<file path="config.mk">
export PLATFORM = sky130hd
export DESIGN_NAME = i2cm_byte_ctrl
export DESIGN_NICKNAME = d
export VERILOG_FILES = /design/src/rtl/i2cm_pkg.sv /design/src/rtl/i2cm_datapath.sv /design/src/rtl/i2cm_ctrl.sv /design/src/rtl/i2cm_byte_ctrl.sv
export SDC_FILE = /design/constraint.sdc
export NUM_CORES = 1
export LEC_CHECK = 0
export ABC_CLOCK_PERIOD_IN_PS = 3100
export BUFFER_PORTS_ARGS = -buffer_cell sky130_fd_sc_hd__buf_2
export CORE_ASPECT_RATIO = 0.75
export CORE_MARGIN = 10
export CORE_UTILIZATION = 50
export CTS_CLUSTER_DIAMETER = 50
export DETAILED_ROUTE_END_ITERATION = 6
export PLACE_DENSITY = 0.76
export RECOVER_POWER = 25
export SYNTH_ARGS = -nofsm -noshare
export SYNTH_HDL_FRONTEND = slang
export SYNTH_SLANG_ARGS = --single-unit
</file>
<file path="constraint.sdc">
create_clock -name clk -period 3.1 [get_ports clk]
set_input_delay 0.31 -clock clk [delete_from_list [all_inputs] [get_ports clk]]
set_output_delay 0.31 -clock clk [all_outputs]
set_load 0.03 [all_outputs]
</file>
<file path="src/rtl/i2cm_pkg.sv">
package i2cm_pkg;
  localparam logic [7:0] OFS_DATA = 8'h00;
  localparam logic [7:0] OFS_CTL0 = 8'h08;
  localparam logic [7:0] OFS_TRIG = 8'h0C;
  localparam logic [7:0] OFS_STAT = 8'h10;
  localparam logic [7:0] OFS_CTL1 = 8'h20;
  localparam logic [7:0] OFS_LOW  = 8'h24;
  localparam logic [7:0] OFS_HIGH = 8'h28;

  localparam int B_EN = 7, B_AT9 = 1, B_ACKEN = 0;
  localparam int B_REL = 2, B_STA = 1, B_STP = 0;
  localparam int B_ACK = 8, B_BUSY = 6, B_STOP = 4;
  localparam int B_FAST = 7, B_STAOK = 1;

  typedef enum logic [3:0] {
    S_IDLE, S_STA_A, S_STA_B, S_STA_C, S_BIT_LO, S_BIT_HI,
    S_WAIT8, S_WAIT9, S_STP_A, S_STP_B, S_STP_C
  } ctlState_e;

  typedef enum logic [1:0] {SDA_REL, SDA_LOW, SDA_DATA} sdaSel_e;

  typedef struct packed {
    logic    tmrLoad;
    logic    tmrHigh;
    logic    shiftEn;
    logic    loadTx;
    logic    ackCapture;
    logic    irqPulse;
    logic    sclLow;
    sdaSel_e sdaSel;
  } ctlStrobe_t;
endpackage

</file>
<file path="src/rtl/i2cm_datapath.sv">
module i2cm_datapath
  import i2cm_pkg::*;
#(
  parameter int BUS_W = 32,
  parameter int CNT_W = 10,
  parameter int SYNC_STAGES = 2
) (
  input  logic             clk,
  input  logic             rstN,
  input  logic             wrEn,
  input  logic [7:0]       addr,
  input  logic [BUS_W-1:0] wdata,
  output logic [BUS_W-1:0] rdata,
  input  ctlStrobe_t       str,
  output logic             en,
  output logic             waitAt9,
  output logic             ackEn,
  output logic             startOutEn,
  output logic             dataWr,
  output logic             trigRelease,
  output logic             trigStart,
  output logic             trigStop,
  output logic             tmrDone,
  output logic             irq,
  output logic             sclOe,
  input  logic             sclIn,
  output logic             sdaOe,
  input  logic             sdaIn
);
  localparam logic [CNT_W-1:0] ONE = CNT_W'(1);

  logic fastMode;
  logic [CNT_W-1:0] lowWidth, highWidth, tmr;
  logic [7:0] shiftReg;
  logic [SYNC_STAGES-1:0] sclSync, sdaSync;
  logic sclS, sdaS, sdaPrev, startDet, stopDet;
  logic ackRcvd, busy, stopSeen;
  logic trigWr;
  logic unusedBits;

  assign unusedBits = ^wdata[BUS_W-1:CNT_W];

  assign trigWr      = wrEn && (addr == OFS_TRIG) && en;
  assign trigRelease = trigWr && wdata[B_REL];
  assign trigStart   = trigWr && wdata[B_STA];
  assign trigStop    = trigWr && wdata[B_STP];
  assign dataWr      = wrEn && (addr == OFS_DATA) && en;

  // configuration registers
  always_ff @(posedge clk or negedge rstN) begin
    if (!rstN) begin
      en <= 1'b0; waitAt9 <= 1'b0; ackEn <= 1'b0;
      fastMode <= 1'b0; startOutEn <= 1'b0;
      lowWidth <= '0; highWidth <= '0;
    end else if (wrEn) begin
      case (addr)
        OFS_CTL0: begin
          en <= wdata[B_EN]; waitAt9 <= wdata[B_AT9]; ackEn <= wdata[B_ACKEN];
        end
        OFS_CTL1: begin fastMode <= wdata[B_FAST]; startOutEn <= wdata[B_STAOK]; end
        OFS_LOW:  lowWidth  <= wdata[CNT_W-1:0];
        OFS_HIGH: highWidth <= wdata[CNT_W-1:0];
        default: ;
      endcase
    end
  end

  // input synchronizers and condition detection
  always_ff @(posedge clk or negedge rstN) begin
    if (!rstN) begin
      sclSync <= '1; sdaSync <= '1; sdaPrev <= 1'b1;
    end else begin
      sclSync <= {sclSync[SYNC_STAGES-2:0], sclIn};
      sdaSync <= {sdaSync[SYNC_STAGES-2:0], sdaIn};
      sdaPrev <= sdaS;
    end
  end
  assign sclS     = sclSync[SYNC_STAGES-1];
  assign sdaS     = sdaSync[SYNC_STAGES-1];
  assign startDet = sclS && sdaPrev && !sdaS;
  assign stopDet  = sclS && !sdaPrev && sdaS;

  // phase timer, shifter, flags, interrupt
  always_ff @(posedge clk or negedge rstN) begin
    if (!rstN) begin
      tmr <= '0; shiftReg <= '0; irq <= 1'b0;
      ackRcvd <= 1'b0; busy <= 1'b0; stopSeen <= 1'b0;
    end else begin
      if (str.tmrLoad) tmr <= (str.tmrHigh ? highWidth : lowWidth) - ONE;
      else if (tmr != '0) tmr <= tmr - ONE;
      if (str.loadTx) shiftReg <= wdata[7:0];
      else if (str.shiftEn) shiftReg <= {shiftReg[6:0], sdaS};
      irq <= str.irqPulse;
      if (!en) begin
        ackRcvd <= 1'b0; busy <= 1'b0; stopSeen <= 1'b0;
      end else begin
        if (str.ackCapture) ackRcvd <= !sdaS;
        if (startDet) begin busy <= 1'b1; stopSeen <= 1'b0; end
        else if (stopDet) begin busy <= 1'b0; stopSeen <= 1'b1; end
      end
    end
  end
  assign tmrDone = (tmr == '0);

  assign sclOe = str.sclLow;
  assign sdaOe = (str.sdaSel == SDA_LOW) || ((str.sdaSel == SDA_DATA) && !shiftReg[7]);

  always_comb begin
    rdata = '0;
    case (addr)
      OFS_DATA: rdata[7:0] = shiftReg;
      OFS_CTL0: begin rdata[B_EN] = en; rdata[B_AT9] = waitAt9; rdata[B_ACKEN] = ackEn; end
      OFS_STAT: begin rdata[B_ACK] = ackRcvd; rdata[B_BUSY] = busy; rdata[B_STOP] = stopSeen; end
      OFS_CTL1: begin rdata[B_FAST] = fastMode; rdata[B_STAOK] = startOutEn; end
      OFS_LOW:  rdata[CNT_W-1:0] = lowWidth;
      OFS_HIGH: rdata[CNT_W-1:0] = highWidth;
      default: ;
    endcase
  end

  p_irq_single_r11: assert property (@(posedge clk) disable iff (!rstN) irq |=> !irq)
    else $error("irq wider than one cycle");
  p_start_busy_r2: assert property (@(posedge clk) disable iff (!rstN) (en && startDet) |=> busy)
    else $error("busy not set by start");
  p_stop_flags_r7: assert property (@(posedge clk) disable iff (!rstN)
    (en && stopDet && !startDet) |=> (!busy && stopSeen))
    else $error("stop flags wrong");
  p_ack_flag_r3: assert property (@(posedge clk) disable iff (!rstN)
    (en && str.ackCapture) |=> (ackRcvd == !$past(sdaS)))
    else $error("ack flag mismatch");
endmodule

</file>
<file path="src/rtl/i2cm_ctrl.sv">
module i2cm_ctrl
  import i2cm_pkg::*;
(
  input  logic       clk,
  input  logic       rstN,
  input  logic       en,
  input  logic       waitAt9,
  input  logic       ackEn,
  input  logic       startOutEn,
  input  logic       dataWr,
  input  logic       trigRelease,
  input  logic       trigStart,
  input  logic       trigStop,
  input  logic       tmrDone,
  output ctlStrobe_t str
);
  ctlState_e state, nxtState;
  logic [3:0] bitCnt, nxtBit;
  logic rxMode, nxtRx;

  always_ff @(posedge clk or negedge rstN) begin
    if (!rstN) begin
      state <= S_IDLE; bitCnt <= '0; rxMode <= 1'b0;
    end else if (!en) begin
      state <= S_IDLE; bitCnt <= '0; rxMode <= 1'b0;
    end else begin
      state <= nxtState; bitCnt <= nxtBit; rxMode <= nxtRx;
    end
  end

  always_comb begin
    nxtState = state; nxtBit = bitCnt; nxtRx = rxMode;
    str = '0;
    str.sclLow = (state == S_STA_A) || (state == S_BIT_LO) || (state == S_WAIT8) ||
                 (state == S_WAIT9) || (state == S_STP_A);
    case (state)
      S_STA_C, S_WAIT8, S_WAIT9, S_STP_A, S_STP_B: str.sdaSel = SDA_LOW;
      S_BIT_LO, S_BIT_HI:
        if (bitCnt < 4'd8) str.sdaSel = rxMode ? SDA_REL : SDA_DATA;
        else               str.sdaSel = (rxMode && ackEn) ? SDA_LOW : SDA_REL;
      default: str.sdaSel = SDA_REL;
    endcase
    case (state)
      S_IDLE: if (trigStart && startOutEn) begin
        nxtState = S_STA_B; str.tmrLoad = 1'b1; str.tmrHigh = 1'b1;
      end
      S_STA_A: if (tmrDone) begin nxtState = S_STA_B; str.tmrLoad = 1'b1; str.tmrHigh = 1'b1; end
      S_STA_B: if (tmrDone) begin nxtState = S_STA_C; str.tmrLoad = 1'b1; str.tmrHigh = 1'b1; end
      S_STA_C: if (tmrDone) nxtState = S_WAIT9;
      S_BIT_LO: if (tmrDone) begin nxtState = S_BIT_HI; str.tmrLoad = 1'b1; str.tmrHigh = 1'b1; end
      S_BIT_HI: if (tmrDone) begin
        if (bitCnt == 4'd8) begin
          str.ackCapture = !rxMode; str.irqPulse = waitAt9; nxtState = S_WAIT9;
        end else begin
          str.shiftEn = 1'b1;
          if (bitCnt == 4'd7 && !waitAt9) begin
            str.irqPulse = 1'b1; nxtState = S_WAIT8;
          end else begin
            nxtBit = bitCnt + 4'd1; nxtState = S_BIT_LO; str.tmrLoad = 1'b1;
          end
        end
      end
      S_WAIT8: if (trigRelease) begin
        nxtBit = 4'd8; nxtState = S_BIT_LO; str.tmrLoad = 1'b1;
      end
      S_WAIT9: begin
        if (trigStop) begin
          nxtState = S_STP_A; str.tmrLoad = 1'b1;
        end else if (trigStart && startOutEn) begin
          nxtState = S_STA_A; str.tmrLoad = 1'b1;
        end else if (dataWr) begin
          str.loadTx = 1'b1; nxtRx = 1'b0; nxtBit = '0; nxtState = S_BIT_LO; str.tmrLoad = 1'b1;
        end else if (trigRelease) begin
          nxtRx = 1'b1; nxtBit = '0; nxtState = S_BIT_LO; str.tmrLoad = 1'b1;
        end
      end
      S_STP_A: if (tmrDone) begin nxtState = S_STP_B; str.tmrLoad = 1'b1; str.tmrHigh = 1'b1; end
      S_STP_B: if (tmrDone) begin nxtState = S_STP_C; str.tmrLoad = 1'b1; str.tmrHigh = 1'b1; end
      S_STP_C: if (tmrDone) nxtState = S_IDLE;
      default: nxtState = S_IDLE;
    endcase
  end

  p_disable_idle_r9: assert property (@(posedge clk) disable iff (!rstN) !en |=> state == S_IDLE)
    else $error("engine not idle after disable");
  p_bit_limit_r3: assert property (@(posedge clk) disable iff (!rstN) bitCnt <= 4'd8)
    else $error("bit counter out of range");
  p_stop_first_r8: assert property (@(posedge clk) disable iff (!rstN)
    (en && state == S_WAIT9 && trigStop) |=> state == S_STP_A)
    else $error("stop lost priority");
endmodule

</file>
<file path="src/rtl/i2cm_byte_ctrl.sv">
module i2cm_byte_ctrl
  import i2cm_pkg::*;
#(
  parameter int BUS_W = 32,
  parameter int CNT_W = 10,
  parameter int SYNC_STAGES = 2
) (
  input  logic             clk,
  input  logic             rstN,
  input  logic             regWr,
  input  logic [7:0]       regAddr,
  input  logic [BUS_W-1:0] regWdata,
  output logic [BUS_W-1:0] regRdata,
  output logic             irq,
  output logic             sclOe,
  input  logic             sclIn,
  output logic             sdaOe,
  input  logic             sdaIn
);
  ctlStrobe_t str;
  logic en, waitAt9, ackEn, startOutEn, dataWr, trigRelease, trigStart, trigStop, tmrDone;

  i2cm_datapath #(.BUS_W(BUS_W), .CNT_W(CNT_W), .SYNC_STAGES(SYNC_STAGES)) dp_i (
    .clk(clk), .rstN(rstN), .wrEn(regWr), .addr(regAddr), .wdata(regWdata),
    .rdata(regRdata), .str(str), .en(en), .waitAt9(waitAt9), .ackEn(ackEn),
    .startOutEn(startOutEn), .dataWr(dataWr), .trigRelease(trigRelease),
    .trigStart(trigStart), .trigStop(trigStop), .tmrDone(tmrDone), .irq(irq),
    .sclOe(sclOe), .sclIn(sclIn), .sdaOe(sdaOe), .sdaIn(sdaIn)
  );

  i2cm_ctrl ctl_i (
    .clk(clk), .rstN(rstN), .en(en), .waitAt9(waitAt9), .ackEn(ackEn),
    .startOutEn(startOutEn), .dataWr(dataWr), .trigRelease(trigRelease),
    .trigStart(trigStart), .trigStop(trigStop), .tmrDone(tmrDone), .str(str)
  );
endmodule

</file>
After elaboration in Yosys (flattened, before gate mapping)
Cells that the tools add are included.

word-level totals
  bits in registers = 61
  bits in latches = 0
  RAM bits = 0
  ROM bits = 0
  input port bits = 45
  output and inout port bits = 35
  memories = 0

operators by class
  add/subtract/negate cells = 3
  multipliers = 0
  div/mod/pow operators = 0
  magnitude comparators = 1
  eq/ne operators = 42
  shift operators = 0
  muxes and demuxes = 82
  bitwise gates (word level) = 0
  reduce and logical (&&, ||, !) cells = 41

operators with widths
  kind                                                    count
  two-way mux 4 bit                                       23
  case mux 4 bit (11 select lines)                        1
  two-way mux 1 bit                                       32
  two-way mux 10 bit                                      3
  inequality test 3 x 2 -> 1 bit (second input constant)  10
  equality test 8 x 6 -> 1 bit (second input constant)    3
  equality test 4 x 3 -> 1 bit (second input constant)    5
  subtractor 10 x 1 -> 10 bit (second input constant)     2
  equality test 4 bit (second input constant)             4
  equality test 8 x 4 -> 1 bit (second input constant)    2
  two-way mux 2 bit                                       8
  two-way mux 8 bit                                       2
  logical AND 1 bit                                       15
  inequality test 3 bit (second input constant)           5
  case mux 1 bit (5 select lines)                         3
  case mux 1 bit (4 select lines)                         3
  case mux 4 bit (3 select lines)                         1
  zero test 10 bit                                        1
  nonzero test 10 bit                                     1
  OR reduction 5 bit                                      2
  AND reduction 9 bit                                     1
  equality test 4 x 2 -> 1 bit (second input constant)    2
  equality test 8 x 5 -> 1 bit (second input constant)    1
  zero test 8 bit                                         1
  22 further kinds                                        38

Depth between registers and ports, before layout
  depth after elaboration = 10
  depth in mapped cells = 12
  mapped depth without buffers = 11

Hierarchy
Synthesis repeated with hierarchy kept, for this count alone.

second synthesis, totals
  cells, all modules = 379
  area, all modules = 3808.7 µm²

by module, submodules not included
  module         times used  cells an instance  area each (µm²)  sequential area each (µm²)
  i2cm_datapath  1           265                2924.1           1307.5
  i2cm_ctrl      1           114                884.6            225.2

Worst setup path before layout
Ideal clock, no wire load.

  path type = input to register
  from = input port regAddr[7]
  to = register dp_i.tmr[9]
  library setup time = 0.125 ns
  data arrival time = 3.344 ns
  data required time = 2.975 ns
  slack = -0.368 ns
  cell stages on the path = 10
  path through = or4_1 > clkbuf_1 > or4_4 > o32ai_4 > buf_2 > mux2_2 > mux2i_1 > nand4_1 > nor3_1 > mux2_2

on the way
  word-level cells in the longest chain between the ends = 10
  elaborated cells between the ends (all ways) = 21

RTL lines
  what                                                                                   line                                      source
  from (decl)                                                                            i2cm_byte_ctrl.sv:11                      input logic [7:0] regAddr,
  equality test 8 x 4 -> 1 bit                                                           i2cm_datapath.sv:43                       assign trigWr = wrEn && (addr == OFS_TRIG) && en;
  logical AND 1 bit (2 in a row)                                                         i2cm_datapath.sv:43
  logical AND 1 bit (on tied branches)                                                   i2cm_datapath.sv:45, i2cm_datapath.sv:44
  logical AND 1 bit / two-way mux 1 bit (equally long branches)                          n/a
  two-way mux 2 bit / two-way mux 1 bit (equally long branches)                          i2cm_ctrl.sv:44, i2cm_ctrl.sv:71
  case mux 1 bit (2 select lines) / two-way mux 1 bit (equally long branches)            i2cm_ctrl.sv:43, i2cm_ctrl.sv:69
  two-way mux 10 bit / two-way mux 1 bit (equally long branches)                         i2cm_datapath.sv:89, i2cm_ctrl.sv:67
  subtractor 10 x 1 -> 10 bit / case mux 1 bit (5 select lines) (equally long branches)  i2cm_datapath.sv:89, i2cm_ctrl.sv:43
  two-way mux 10 bit / nonzero test 2 bit (equally long branches)                        n/a
  to (signal assigned)                                                                   i2cm_datapath.sv:89                       if (str.tmrLoad) tmr <= (str.tmrHigh ? highWidth : lowWidth) - ONE;
  to (signal assigned)                                                                   i2cm_datapath.sv:90                       else if (tmr != '0) tmr <= tmr - ONE;
  to (decl)                                                                              i2cm_datapath.sv:33                       logic [CNT_W-1:0] lowWidth, highWidth, tmr;

Several ways; a longest one is shown, not always the timed one.
A chain may end at the register's enable or synchronous reset.

Final worst setup path
  from = input port regAddr[7]
  to = register dp_i.tmr[8]

Same word-level chain as after synthesis.

==> impl_metrics.py <==
metrics = {
    "die": {
        "core_area_um2": 6962,
        "design.die.area_um2": 11210,
        "initial_core_util_pct": 52.79,
        "rows": 26,
        "die_x_um": 119.0,
        "ioPinCount": 80,
        "die_h_um": 94.25,
    },
    "setup_path": {
        "path_cells": "buf_2 -> or4_4 -> or4_4 -> o32ai_4 -> buf_12 -> mux2_4 -> mux2i_4 -> nand4_1 -> or4_1 -> nand2_1",
        "cp_common_cell": "or4_4",
        "cpMaxStageDelayCell": "or4_1",
        "reg2reg_depth": 9,
        "worstPathRequired_ns": 3.39,
        "cpPeakStageDelay_ns": 0.55,
        "worstPathMaxFanout": 9,
        "r2r-end": "dp_i.tmr[8]",
        "reg2reg_from": "dp_i.en",
        "end_kind": "flip-flop",
        "worstSetupPathType": "in2reg",
        "arrival_ns": 3.27,
        "worstSetupStartpointType": "input port",
        "r2r_slack_ns": 0.13,
    },
    "place": {
        "place.gp.congestion": 0.8574,
        "dp_hpwl_mm": 7.715,
        "place_area_um2": 4258,
        "placed_cells": 547,
        "port_buffers": 35,
    },
    "global_routing": {
        "grtUsageTotal_pct": 18.35,
        "overflow": 0,
        "grt_pass1_vias": 3218,
        "antenna_found_initial": 0,
        "grt_max_degree": 35,
        "grt_pass1_wl_mm": 16.71,
    },
    "layout": {
        "drive_gt1_share_pct": 32.62,
        "stdcell_area_um2": 4498,
        "fin_cells": 564,
        "final_nets": 509,
        "n_antenna_cell": 0,
        "syn_to_final_growth_pct": 22.40,
    },
    "drt": {
        "wl_per_cell_um": 17.94,
        "via_per_inst": 5.800,
        "dr.pass1.iters": 5,
        "first_iter_violations": 334,
        "dr_total_vias": 3271,
        "drcViolationCount": 0,
        "ant_nets": 0,
        "routed_wl_mm": 10.12,
    },
    "min_path": {
        "hold_start": "sdaIn",
        "min_to": "dp_i.sdaSync[0]",
        "hold_path_depth": 1,
        "hold_class": "in2reg",
    },
    "clock_tree": {
        "htreeDepth": 3,
        "cts_tree": "done",
        "postCtsSetupBuffers": 0,
        "cts_root_buf": "clkbuf_8",
        "cts_buffer_depth": 2,
        "clkLatencyLatePin_ns": 0.34,
        "cts_sinks": 61,
        "cts_buffers": 9,
        "clk_pin_slew_ns": 0.08,
    },
    "synthesis": {
        "synth_ff_type": "dfrtp_1",
        "synth.most_common_cell": "nand2_1",
        "async_flop_share_pct": 100.0,
        "yosys_warnings": 0,
        "ys_seq_area_share_pct": 41.71,
        "ys_types": 57,
        "synth.top_cell.area_share_pct": 38.13,
        "syn-instance-count": 387,
        "syn_avg_cell_area_um2": 9.496,
        "synth_common_cells": "nand2_1 (61), dfrtp_1 (56), mux2_2 (39)",
        "synth-edff-count": 0,
        "synth_area_leaders": "dfrtp_1 (38%), mux2_2 (12%), nand2_1 (6.2%)",
        "ys_ff_latch": 61,
        "syn_area_um2": 3675,
        "yosysTopAreaCell": "dfrtp_1",
    },
    "pwr": {
        "power_density_nw_per_um2": 517.2,
        "power_uw": 2326,
        "p_leak_uw": 0.002078,
        "peakVddDrop_mv": 0.3894,
    },
    "sta": {
        "tightestPinTransition_ns": 1.537,
        "slew_violations": 29,
        "timing.fmax_mhz": 335.7,
        "period_minus_slack_ns": 2.978,
        "holdWs_ns": 0.06303,
        "skew_ns": 0.008782,
        "rsz0062_at_grt": "false",
        "hold_violations": 0,
        "setup_viol": 0,
        "max_slew_margin_pct": -2.473,
        "finalCritPeriodShare_pct": 96.08,
        "timing.setup.tns_ns": 0,
    },
    "job": {
        "drv_cap": 1,
    },
    "run_status": {
        "violations": "capacitance limit, slew limit",
        "status": "finished, violations left",
    },
}
cells in the final DEF (no fill, tap or decap), drive strengths merged, types with 2 or more instances in the layout:
cell type | Yosys | routed
a211oi | 2 | 2
a21boi | 3 | 3
a21oi | 10 | 10
a22o | 2 | 2
a22oi | 18 | 18
a311oi | 2 | 2
and2 | 3 | 3
buf | 25 | 77
bufinv | 0 | 2
clkbuf | 12 | 10
clkinv | 0 | 2
clkinvlp | 0 | 2
conb | 1 | 22
dfrtp | 56 | 56
dfstp | 5 | 5
ha | 3 | 3
inv | 10 | 11
mux2 | 39 | 39
mux2i | 10 | 10
nand2 | 61 | 61
nand2b | 4 | 4
nand3 | 13 | 13
nand4 | 5 | 5
nor2 | 22 | 22
nor2b | 5 | 5
nor3 | 11 | 11
nor4 | 5 | 5
o21a | 2 | 2
o21ai | 20 | 20
o31ai | 5 | 5
o32ai | 3 | 3
or2 | 2 | 2
or4 | 6 | 6
xnor2 | 5 | 5
worst max-delay path by stage:
stage / slack [ns] / depth (start not counted) / to / start
after detailed placement: -0.24 / 10 / dp_i.tmr[8] / regAddr[7]
after global routing: 0.02 / 11 / dp_i.tmr[8] / ctl_i.bitCnt[0]
after CTS: 0.11 / 10 / dp_i.tmr[8] / regAddr[7]
after floorplan: -0.07 / 11 / dp_i.tmr[8] / regAddr[7]
after global placement: -0.18 / 10 / dp_i.tmr[8] / regAddr[7]
final: 0.12 / 10 / dp_i.tmr[8] / regAddr[7]
registers in the layout (all words and copies together), names as in the netlist, 2 cells and up:
register,cells
dp_i.highWidth,10
dp_i.lowWidth,10
dp_i.tmr,10
dp_i.shiftReg,8
ctl_i.bitCnt,4
ctl_i.state,4
dp_i.sclSync,2
dp_i.sdaSync,2
kinds of logic (layout without fill, tap and decap cells):
group | Yosys count | after routing | synth area share [%]
flip-flops | 61 | 61 | 41.71
multiplexers | 49 | 49 | 15.12
adder cells (fa/ha/maj) | 3 | 3 | 1.022
buffers and inverters | 47 | 105 | 7.286
AO/OA/AOI/OAI | 77 | 77 | 14.91
other | 1 | 22 | 0.1020
XOR/XNOR | 6 | 6 | 1.430
AND/OR/NAND/NOR | 143 | 143 | 18.42
critical path, delay by kind of cell:
| family | cells | cell delay (ns) |
|---|---|---|
| buffers and inverters | 2 | 0.30 |
| and+or+nand+nor | 5 | 1.80 |
| AOI/OAI and AO/OA | 1 | 0.35 |
| muxes | 2 | 0.51 |
through the flow:
| stage | utilization, % | setup WS, ns |
|---|---|---|
| 4_1_cts | 64.49 | 0.1066 |
| 3_5_place_dp | 61.16 | -0.2450 |
| 5_1_grt | 64.61 | 0.01640 |
| 3_3_place_gp | 61.16 | -0.1750 |
| 6_report | 64.61 | 0.1216 |
| 2_1_floorplan | - | -0.06880 |
per-layer routing:
metal	global-route usage, %	vias to the layer above	share of wire (%)
met5	0	-	0
met4	3.854	0	0.89
met3	4.805	14	6.9
met2	29.60	127	46
met1	24.25	1617	46
li1	-	1513	-
layout make-up:
type                            instances  area (µm²)
Tap cell                               98       122.6
Multi-Input combinational cell        300        2052
Fill cell                             584        2464
Clock buffer                            9       123.9
Clock inverter                          7       97.59
Timing Repair Buffer                   79       531.8
Inverter                               10       37.54
Sequential cell                        61        1533
power by group:
| part | leakage (µW) | switching, µW | internal [µW] |
|---|---|---|---|
| combinational | 0.00117 | 291 | 275 |
| clock | 0.000106 | 341 | 455 |
| sequential | 0.000805 | 80.1 | 885 |
what timing repair did:
action	4_1_cts	5_1_grt
setup endpoints to repair	0	2
hold endpoints to repair	19	0
hold buffers	1	0
gates resized for setup	0	2
Power figures use the tool's default switching activity.
